`config.mk`:
```
export PLATFORM = sky130hd
export DESIGN_NAME = i2s_slave_rx
export DESIGN_NICKNAME = d
export VERILOG_FILES = /design/src/rtl/i2s_rx_pkg.sv /design/src/rtl/i2s_sync_edge.sv /design/src/rtl/i2s_rx_shifter.sv /design/src/rtl/i2s_pkt_buffer.sv /design/src/rtl/i2s_slave_rx.sv
export SDC_FILE = /design/constraint.sdc
export NUM_CORES = 1
export LEC_CHECK = 0
export ABC_AREA = 1
export BUFFER_PORTS_ARGS = -buffer_cell sky130_fd_sc_hd__buf_4
export CORE_MARGIN = 1
export CORE_UTILIZATION = 54
export CTS_BUF_LIST = sky130_fd_sc_hd__clkbuf_8
export DETAILED_ROUTE_END_ITERATION = 8
export PLACE_DENSITY = 0.84
export SLEW_MARGIN = 40
export SYNTH_ARGS = -nofsm -noshare
export SYNTH_HDL_FRONTEND = slang
export SYNTH_SLANG_ARGS = --single-unit
```
`constraint.sdc`:
```
create_clock -name clk -period 1.3 [get_ports clk]
set_clock_uncertainty 0.15 [all_clocks]
set_input_delay 0.26 -clock clk [delete_from_list [all_inputs] [get_ports clk]]
set_output_delay 0.26 -clock clk [all_outputs]
set_load 0.05 [all_outputs]
```
`src/rtl/i2s_rx_pkg.sv`:
```
package i2s_rx_pkg;
  localparam int PKT_W = 16;

  typedef struct packed {
    logic             right;
    logic [PKT_W-1:0] data;
  } pkt_t;
endpackage

```
`src/rtl/i2s_sync_edge.sv`:
```
module i2s_sync_edge #(
  parameter int N      = 3,
  parameter int STAGES = 2
) (
  input  logic         clk,
  input  logic         rst_n,
  input  logic [N-1:0] async_in,
  output logic [N-1:0] level,
  output logic         edge_rise
);
  logic [N-1:0] prev;

  for (genvar g = 0; g < N; g++) begin : g_chan
    logic [STAGES:0] sr;
    always_ff @(posedge clk or negedge rst_n) begin
      if (!rst_n) sr <= '0;
      else        sr <= {sr[STAGES-1:0], async_in[g]};
    end
    assign level[g] = sr[STAGES-1];
    assign prev[g]  = sr[STAGES];
  end

  assign edge_rise = level[0] & ~prev[0];
endmodule

```
`src/rtl/i2s_rx_shifter.sv`:
```
module i2s_rx_shifter
  import i2s_rx_pkg::*;
#(
  parameter int W = PKT_W
) (
  input  logic clk,
  input  logic rst_n,
  input  logic bit_rise,
  input  logic ws,
  input  logic sd,
  input  logic enable,
  output logic pkt_stb,
  output pkt_t pkt,
  output logic active
);
  localparam int CNT_W = $clog2(W);

  logic             ws_prev;
  logic [CNT_W-1:0] cnt;
  logic [W-1:0]     shreg;
  logic             side;
  logic             change;

  assign change = ws != ws_prev;

  always_ff @(posedge clk or negedge rst_n) begin
    if (!rst_n) begin
      ws_prev <= 1'b0;
      cnt     <= '0;
      shreg   <= '0;
      side    <= 1'b0;
      active  <= 1'b0;
      pkt_stb <= 1'b0;
      pkt     <= '0;
    end else begin
      pkt_stb <= 1'b0;
      if (bit_rise) begin
        ws_prev <= ws;
        if (active) begin
          shreg <= {shreg[W-2:0], sd};
          if (cnt == '0) side <= ws;
          if (cnt == CNT_W'(W-1)) begin
            pkt_stb    <= 1'b1;
            pkt.data   <= {shreg[W-2:0], sd};
            pkt.right  <= side;
            cnt        <= '0;
          end else begin
            cnt <= cnt + 1'b1;
          end
        end
        if (change) begin
          cnt <= '0;
          if (enable) active <= 1'b1;
        end
      end
      if (!enable && cnt == '0) active <= 1'b0;
    end
  end

  a_r8_no_start_disabled: assert property (@(posedge clk) disable iff (!rst_n)
    !enable && !active |=> !active);
endmodule

```
`src/rtl/i2s_pkt_buffer.sv`:
```
module i2s_pkt_buffer
  import i2s_rx_pkg::*;
(
  input  logic clk,
  input  logic rst_n,
  input  logic in_stb,
  input  pkt_t in_pkt,
  input  logic rd,
  input  logic stat_rd,
  output logic valid,
  output pkt_t out_pkt,
  output logic ovr
);
  logic rd_seen;

  always_ff @(posedge clk or negedge rst_n) begin
    if (!rst_n) begin
      valid   <= 1'b0;
      out_pkt <= '0;
      ovr     <= 1'b0;
      rd_seen <= 1'b0;
    end else begin
      if (rd) begin
        valid <= 1'b0;
        if (ovr) rd_seen <= 1'b1;
      end
      if (stat_rd && rd_seen) begin
        ovr     <= 1'b0;
        rd_seen <= 1'b0;
      end
      if (in_stb) begin
        if (!valid || rd) begin
          valid   <= 1'b1;
          out_pkt <= in_pkt;
        end else begin
          ovr <= 1'b1;
        end
      end
    end
  end

  a_r4_fill: assert property (@(posedge clk) disable iff (!rst_n)
    in_stb && !valid |=> valid);
  a_r5_hold: assert property (@(posedge clk) disable iff (!rst_n)
    valid && !rd && !in_stb |=> valid && $stable(out_pkt));
  a_r6_drop: assert property (@(posedge clk) disable iff (!rst_n)
    in_stb && valid && !rd |=> ovr && valid && $stable(out_pkt));
  a_r7_sticky: assert property (@(posedge clk) disable iff (!rst_n)
    ovr && !stat_rd |=> ovr);
endmodule

```
`src/rtl/i2s_slave_rx.sv`:
```
module i2s_slave_rx
  import i2s_rx_pkg::*;
#(
  parameter int SYNC_STAGES = 2
) (
  input  logic             clk,
  input  logic             rst_n,
  input  logic             i2s_bck,
  input  logic             i2s_ws,
  input  logic             i2s_sd,
  input  logic             rx_enable,
  input  logic [1:0]       cfg_mode,
  input  logic             rxne_ie,
  input  logic             err_ie,
  output logic             pkt_valid,
  input  logic             pkt_ready,
  output logic [PKT_W-1:0] pkt_data,
  output logic             pkt_right,
  input  logic             stat_rd,
  output logic             ovr_flag,
  output logic             busy,
  output logic             irq_rx,
  output logic             irq_err
);
  localparam logic [1:0] MODE_MASTER_RX = 2'b11;

  logic [2:0] lvl;
  logic       bit_rise;
  logic       stb;
  pkt_t       new_pkt;
  pkt_t       held;
  logic       active;

  i2s_sync_edge #(.N(3), .STAGES(SYNC_STAGES)) u_sync (
    .clk       (clk),
    .rst_n     (rst_n),
    .async_in  ({i2s_sd, i2s_ws, i2s_bck}),
    .level     (lvl),
    .edge_rise (bit_rise)
  );

  i2s_rx_shifter #(.W(PKT_W)) u_shift (
    .clk      (clk),
    .rst_n    (rst_n),
    .bit_rise (bit_rise),
    .ws       (lvl[1]),
    .sd       (lvl[2]),
    .enable   (rx_enable),
    .pkt_stb  (stb),
    .pkt      (new_pkt),
    .active   (active)
  );

  i2s_pkt_buffer u_buf (
    .clk     (clk),
    .rst_n   (rst_n),
    .in_stb  (stb),
    .in_pkt  (new_pkt),
    .rd      (pkt_valid && pkt_ready),
    .stat_rd (stat_rd),
    .valid   (pkt_valid),
    .out_pkt (held),
    .ovr     (ovr_flag)
  );

  assign pkt_data  = held.data;
  assign pkt_right = held.right;
  assign busy      = active && (cfg_mode != MODE_MASTER_RX);
  assign irq_rx    = pkt_valid && rxne_ie;
  assign irq_err   = ovr_flag && err_ie;
endmodule

```
==> flow_summary.toml, run 1 <==
[status]
status = "complete, but fails checks"
violations = "negative setup slack"

[timing]
fmax_mhz = 638
hold_slack_ns = 0.0189
hold_violations = 0
slew_viol_final = 0
setup_violations = 70
min_period_ns = 1.57
fin_crit_sh_pct = 121
relSlewSlack_pct = 73.6
rsz0062_at_grt = "true"
fin_ws_ns = -0.267
tightest_slew_ns = 0.392
setup_tns_ns = -7.57

[logic_synthesis]
netlist_area_mm2 = 0.00269
ys_seq_elements = 67
syn_nets = 289
synth_area_per_cell_um2 = 9.80
synth_top_area_share_pct = 62.2
synth_cell_types = 22
synth_seq_area_share_pct = 62.2
ys_warn_count = 0
synth_area_leaders = "dfrtp_1 62%, nand2_1 14%, o21ai_0 4.6%"
yosysTopAreaCell = "dfrtp_1"
syn_inst = 275

[clock_network]
h-tree-depth = 3
cts_root_buf = "clkbuf_8"
clk_pin_slew_ns = 0.09
clockBufferDepth = 2
numCtsBuffers = 9
cts.sinks = 67
cts_tree = "done"
clk-insertion-delay-late_ns = 0.36

[floorplanning]
die_w_um = 72.6
ios = 34
dieArea_mm2 = 0.00528
core_mm2 = 0.00475
die_y_um = 72.6
std_cell_rows = 25
initial_core_util_pct = 56.7

[routing]
wl_per_cell_um = 23.4
ant_nets = 0
drtIter0Drc = 278
routed_wl_um = 10200
wl_met3_um = 1080
wl_met2_um = 4900
viasPerCell = 5.99
routed.top_layer = "met4"
first_pass_iters = 7
met1_length_um = 3590
route.detailed.drc = 0
vias = 2624

[setup_path]
reg2reg_depth = 7
worstReg2RegEnd = "u_shift.pkt[5]"
timing.critical_path.fanout_max = 8
critPathArrivalTime_ns = 1.71
timing.rr.start = "u_shift.cnt[1]"
start_kind = "register"
regToRegSetupSlack_ns = -0.27
critical_path_class = "reg -> reg"
startpoint = "u_shift.cnt[1]"
required_ns = 1.44
cp-end-kind = "register"

[grt]
grt_pass1_wl_um = 10900
grt_remaining_overflow = 0
antenna_found_initial = 0
grt_max_degree = 31
grt_usage_pct = 29.8
grt_pass1_vias = 2209

[power]
peakVddDrop_uv = 1410
p_comb_share_pct = 13.7
swShare_pct = 28.2
p_seq_share_pct = 47.7
p_sw_w = 0.00141
power_frac_clock_pct = 38.5
p_int_w = 0.00358
power.density_mw_per_mm2 = 1190
p_leak_nw = 2.19

[placed_design]
dpl_cell_area_mm2 = 0.00316
portBuffers = 33
dp_hpwl_um = 3590
gp_congestion = 0.836

[layout]
postLayoutCellArea_mm2 = 0.00420
drive_gt1_share_pct = 51.8
final_cell_mix = "65 x dfrtp_1, 52 x nand2_1, 42 x buf_4"
nNetsFinal = 380
syn2layout_area_growth_pct = 55.9
layout_commonest_cell = "dfrtp_1"
antenna_cells = 0

[min_path]
min_to = "u_buf.rd_seen"
holdCritStartpoint = "pkt_ready"
holdPathStages = 3
hold_path.class = "in -> reg"

[job]
drv_cap = 0
synth_stat cells:
master / number
and2_1: 1
nand4_1: 2
dfrtp_1: 67
buf_6: 2
nand2_2: 8
nand2_1: 99
buf_12: 1
clkbuf_1: 2
o21bai_1: 1
a21oi_1: 1
buf_4: 1
inv_2: 1
ha_1: 2
buf_2: 3
nand3_4: 2
o21ai_0: 25
inv_1: 31
nor2_8: 1
nor2_1: 5
o21ai_2: 12
a21boi_0: 1
nand3_1: 7
worst max-delay path by stage:
| stage | to | slack, ns | cells past startpoint |
|---|---|---|---|
| after floorplan | u_shift.pkt[1] | -0.03 | 5 |
| after global placement | u_shift.pkt[9] | -0.006 | 6 |
| after detailed placement | u_shift.pkt[7] | -0.08 | 6 |
| after CTS | irq_rx | -0.20 | 3 |
| after global routing | u_shift.pkt[0] | -0.30 | 7 |
| final | u_shift.pkt[5] | -0.27 | 7 |
sequential cells by signal, summed over array words and instances (netlist names):
signal and count:
u_shift.side 1, u_shift.pkt_stb 1, u_buf.rd_seen 1, u_buf.valid 1
u_shift.active 1, u_buf.out_pkt 17, u_sync.g_chan.sr 7, u_buf.ovr 1
u_shift.pkt 17, u_shift.shreg 15, u_shift.cnt 4, u_shift.ws_prev 1
stage by stage:
stage / std cells / utilization, % / setup slack, ns / total power [W]
floorplan: 275 / - / -0.0299 / 0.00252
CTS: 416 / 78.7 / -0.195 / 0.00460
global route: 438 / 88.3 / -0.302 / 0.00512
detailed placement: 380 / 66.5 / -0.0794 / 0.00273
finish: 438 / 88.3 / -0.267 / 0.00499
global placement: 380 / 66.5 / -0.00570 / 0.00270
routing by layer:
layer / vias to the layer above / global-route usage (%)
li1: 1036 / -
met1: 1257 / 31.9
met2: 247 / 51.6
met3: 84 / 10.8
met4: 0 / 15.9
met5: - / 0
repair_timing:
item	in CTS	in global routing
hold buffers	4	0
buffers inserted	15	22
hold endpoints to repair	70	0
cloned	1	5
pin swaps	2	20
gates resized for setup	48	81
endpoints found under the setup margin	42	76
worst max-delay path, stage by stage, from the launching register on:
cell and delay, ns:
dfrtp_1 0.46, ha_4 0.20, nand3_4 0.11, nor2_8 0.17
buf_12 0.13, buf_12 0.14, nand2_2 0.07, o21ai_2 0.06
cell families (layout without fill, tap and decap cells):
group	Yosys count	in the layout	share of synthesized area [%]
adders and majority gates	2	2	0.929
buffers and inverters	41	137	7.15
AOI/OAI and AO/OA	40	40	9.29
and+or+nand+nor	125	125	20.4
DFF	67	67	62.2
power by group through the flow:
stage / clock network, W / registers (W) / logic [W]
2_1_floorplan: 0 / 0.00231 / 0.000212
3_3_place_gp: 0 / 0.00233 / 0.000365
3_5_place_dp: 0 / 0.00234 / 0.000390
4_1_cts: 0.00183 / 0.00233 / 0.000442
5_1_grt: 0.00201 / 0.00238 / 0.000733
6_report: 0.00192 / 0.00238 / 0.000686
final cells by class:
| type | instances | area [um2] |
|---|---|---|
| clock buffers | 9 | 124 |
| clock inverters | 7 | 85.1 |
| fillers | 177 | 556 |
| inverters | 32 | 135 |
| multi-input cells | 167 | 1120 |
| flip-flops and latches | 67 | 1680 |
| well taps | 67 | 83.8 |
| repair buffers | 89 | 976 |
(Power assumes the default switching activity.)
==> run 2, diff against run 1 <==
--- a/config.mk
+++ b/config.mk
@@ -12,6 +12,7 @@
 export CTS_BUF_LIST = sky130_fd_sc_hd__clkbuf_8
 export DETAILED_ROUTE_END_ITERATION = 8
 export PLACE_DENSITY = 0.84
+export RECOVER_POWER = 25
 export SLEW_MARGIN = 40
 export SYNTH_ARGS = -nofsm -noshare
 export SYNTH_HDL_FRONTEND = slang
==> run 2 against run 1 <==
The run still ends with negative setup slack left. Via count is 0.15% lower. Die area unchanged. Sequential power about the same. Sequential share of layout area about the same. Critical path type unchanged. Largest cell class unchanged. Largest power group unchanged.
==> flow_summary.toml, run 2 (synthesized netlist as in run 1, its figures left out) <==
[min_path]
hold_path.class = "in -> reg"
holdCritStartpoint = "pkt_ready"
holdPathStages = 3
min_to = "u_buf.rd_seen"

[routing]
ant_nets = 0
vias = 2620
drtIter0Drc = 275
viasPerCell = 5.98
wl_per_cell_um = 23.2
first_pass_iters = 7
routed_wl_um = 10200
route.detailed.drc = 0

[clock_network]
cts.sinks = 67
clockBufferDepth = 2
cts_root_buf = "clkbuf_8"
clk-insertion-delay-late_ns = 0.35
clk_pin_slew_ns = 0.08
numCtsBuffers = 9
h-tree-depth = 3
cts_tree = "done"

[layout]
drive_gt1_share_pct = 51.8
reg.largest.list = "u_buf.out_pkt: 17 flops, u_shift.pkt: 17 flops, u_shift.shreg: 15 flops"
nNetsFinal = 380
fill_cells = 178
final_cell_mix = "65 x dfrtp_1, 52 x nand2_1, 40 x nand2_2"
layout_commonest_cell = "dfrtp_1"
syn2layout_area_growth_pct = 55.8
antenna_cells = 0
utilization_pct = 88.3

[setup_path]
reg2reg_depth = 7
cp_num_cells = 7
critical_path.cell_chain = "ha_4 > nand3_4 > nor2_8 > buf_12 > buf_12 > nand2_4 > o21ai_4"
cpMostUsedCell = "buf_12"
timing.critical_path.fanout_max = 8
critical_path_class = "reg -> reg"
worstReg2RegEnd = "u_shift.pkt[0]"
cp_slowest_cell = "dfrtp_1"
start_kind = "register"
required_ns = 1.43
critPathArrivalTime_ns = 1.70
path_buf_inv = 2
regToRegSetupSlack_ns = -0.27
critPathTopFamily = "flip-flops"
timing.rr.start = "u_shift.cnt[1]"
cp-end-kind = "register"
max_stage_delay_ns = 0.47

[grt]
grt_pass1_vias = 2209
grt_remaining_overflow = 0
grt_max_degree = 31
grt_pass1_wl_um = 10900
antenna_found_initial = 0
grt_usage_pct = 29.8

[floorplanning]
initial_core_util_pct = 56.7
ios = 34
std_cell_rows = 25
dieArea_mm2 = 0.00528
die_w_um = 72.6
core_mm2 = 0.00475
die_y_um = 72.6

[placed_design]
gp_congestion = 0.836
dp_hpwl_um = 3590
portBuffers = 33

[timing]
tightest_slew_ns = 0.710
setup_violations = 70
min_period_ns = 1.57
fin_ws_ns = -0.269
rsz0062_at_grt = "true"
hold_violations = 0
fin_crit_sh_pct = 121
relSlewSlack_pct = 52.7
fmax_mhz = 637
slew_viol_final = 0

[job]
drv_cap = 0

[power]
p_total_w = 0.00498
power.density_mw_per_mm2 = 1190
p_leak_nw = 2.19
peakVddDrop_uv = 1400

[status]
status = "complete, but fails checks"
violations = "negative setup slack"
## run 2: cell types whose count changed in the layout (fill, tap and decap cells not counted)
cell,change
clkbuf_2,+1
clkbuf_4,+3
buf_4,-4
## run 2: repair_timing
| item | 4_1_cts | 5_1_grt |
|---|---|---|
| hold buffers | 4 | 0 |
| setup endpoints to repair | 42 | 76 |
| hold endpoints to repair | 70 | 0 |
| resized for setup | 48 | 81 |
| gates cloned | 1 | 5 |
| setup buffers | 15 | 22 |
| pin swaps | 2 | 20 |
## run 2: how the worst max path moves through the flow
stage	endpoint	startpoint	slack, ns
global placement	u_shift.pkt[9]	u_shift.cnt[0]	-0.006
floorplan	u_shift.pkt[1]	u_shift.cnt[1]	-0.03
detailed placement	u_shift.pkt[7]	u_shift.cnt[1]	-0.08
CTS	irq_rx	u_buf.valid	-0.20
finish	u_shift.pkt[0]	u_shift.cnt[1]	-0.27
global route	u_shift.pkt[0]	u_shift.cnt[1]	-0.30
## run 2: worst min-delay path, delay by kind of cell
| family | cells | cell delay (ns) |
|---|---|---|
| and+or+nand+nor | 2 | 0.15 |
| buffers and inverters | 1 | 0.09 |
## run 2: area by class of cell
cell class / count / area (um2) / share of cell area, %
sequential: 67 / 1680 / 40.0
multi-input combinational: 167 / 1120 / 26.6
timing repair buffer: 89 / 973 / 23.2
inverter: 32 / 135 / 3.22
clock buffer: 9 / 124 / 2.95
clock inverter: 7 / 85.1 / 2.03
tap: 67 / 83.8 / 2.00
## run 2: metal layers
layer | GRT usage (%) | vias up | share of wire (%)
met2 | 51.6 | 246 | 48
met4 | 15.9 | 0 | 6.2
met5 | 0 | - | 0
met3 | 10.8 | 73 | 11
li1 | - | 1036 | -
met1 | 31.9 | 1265 | 35
## run 2: stage by stage
step                      worst slack [ns]  hold slack (ns)  std cells  TNS (ns)  area (um2)
after floorplan                    -0.0299           -0.186        275    -0.413        2730
after global placement            -0.00570           0.0360        380   -0.0445        3160
after detailed placement           -0.0794           0.0397        380    -0.931        3160
after CTS                           -0.195         0.000438        416     -3.14        3740
after global routing                -0.302           0.0187        438    -11.85        4200
final                               -0.269           0.0184        438     -7.47        4200
## run 2: power by group
part,leakage [nW],switching [W],internal (W)
logic,1.17,0.000356,0.000325
registers,0.909,0.000182,0.00220
clock network,0.112,0.000860,0.00106
total,2.19,0.00140,0.00358
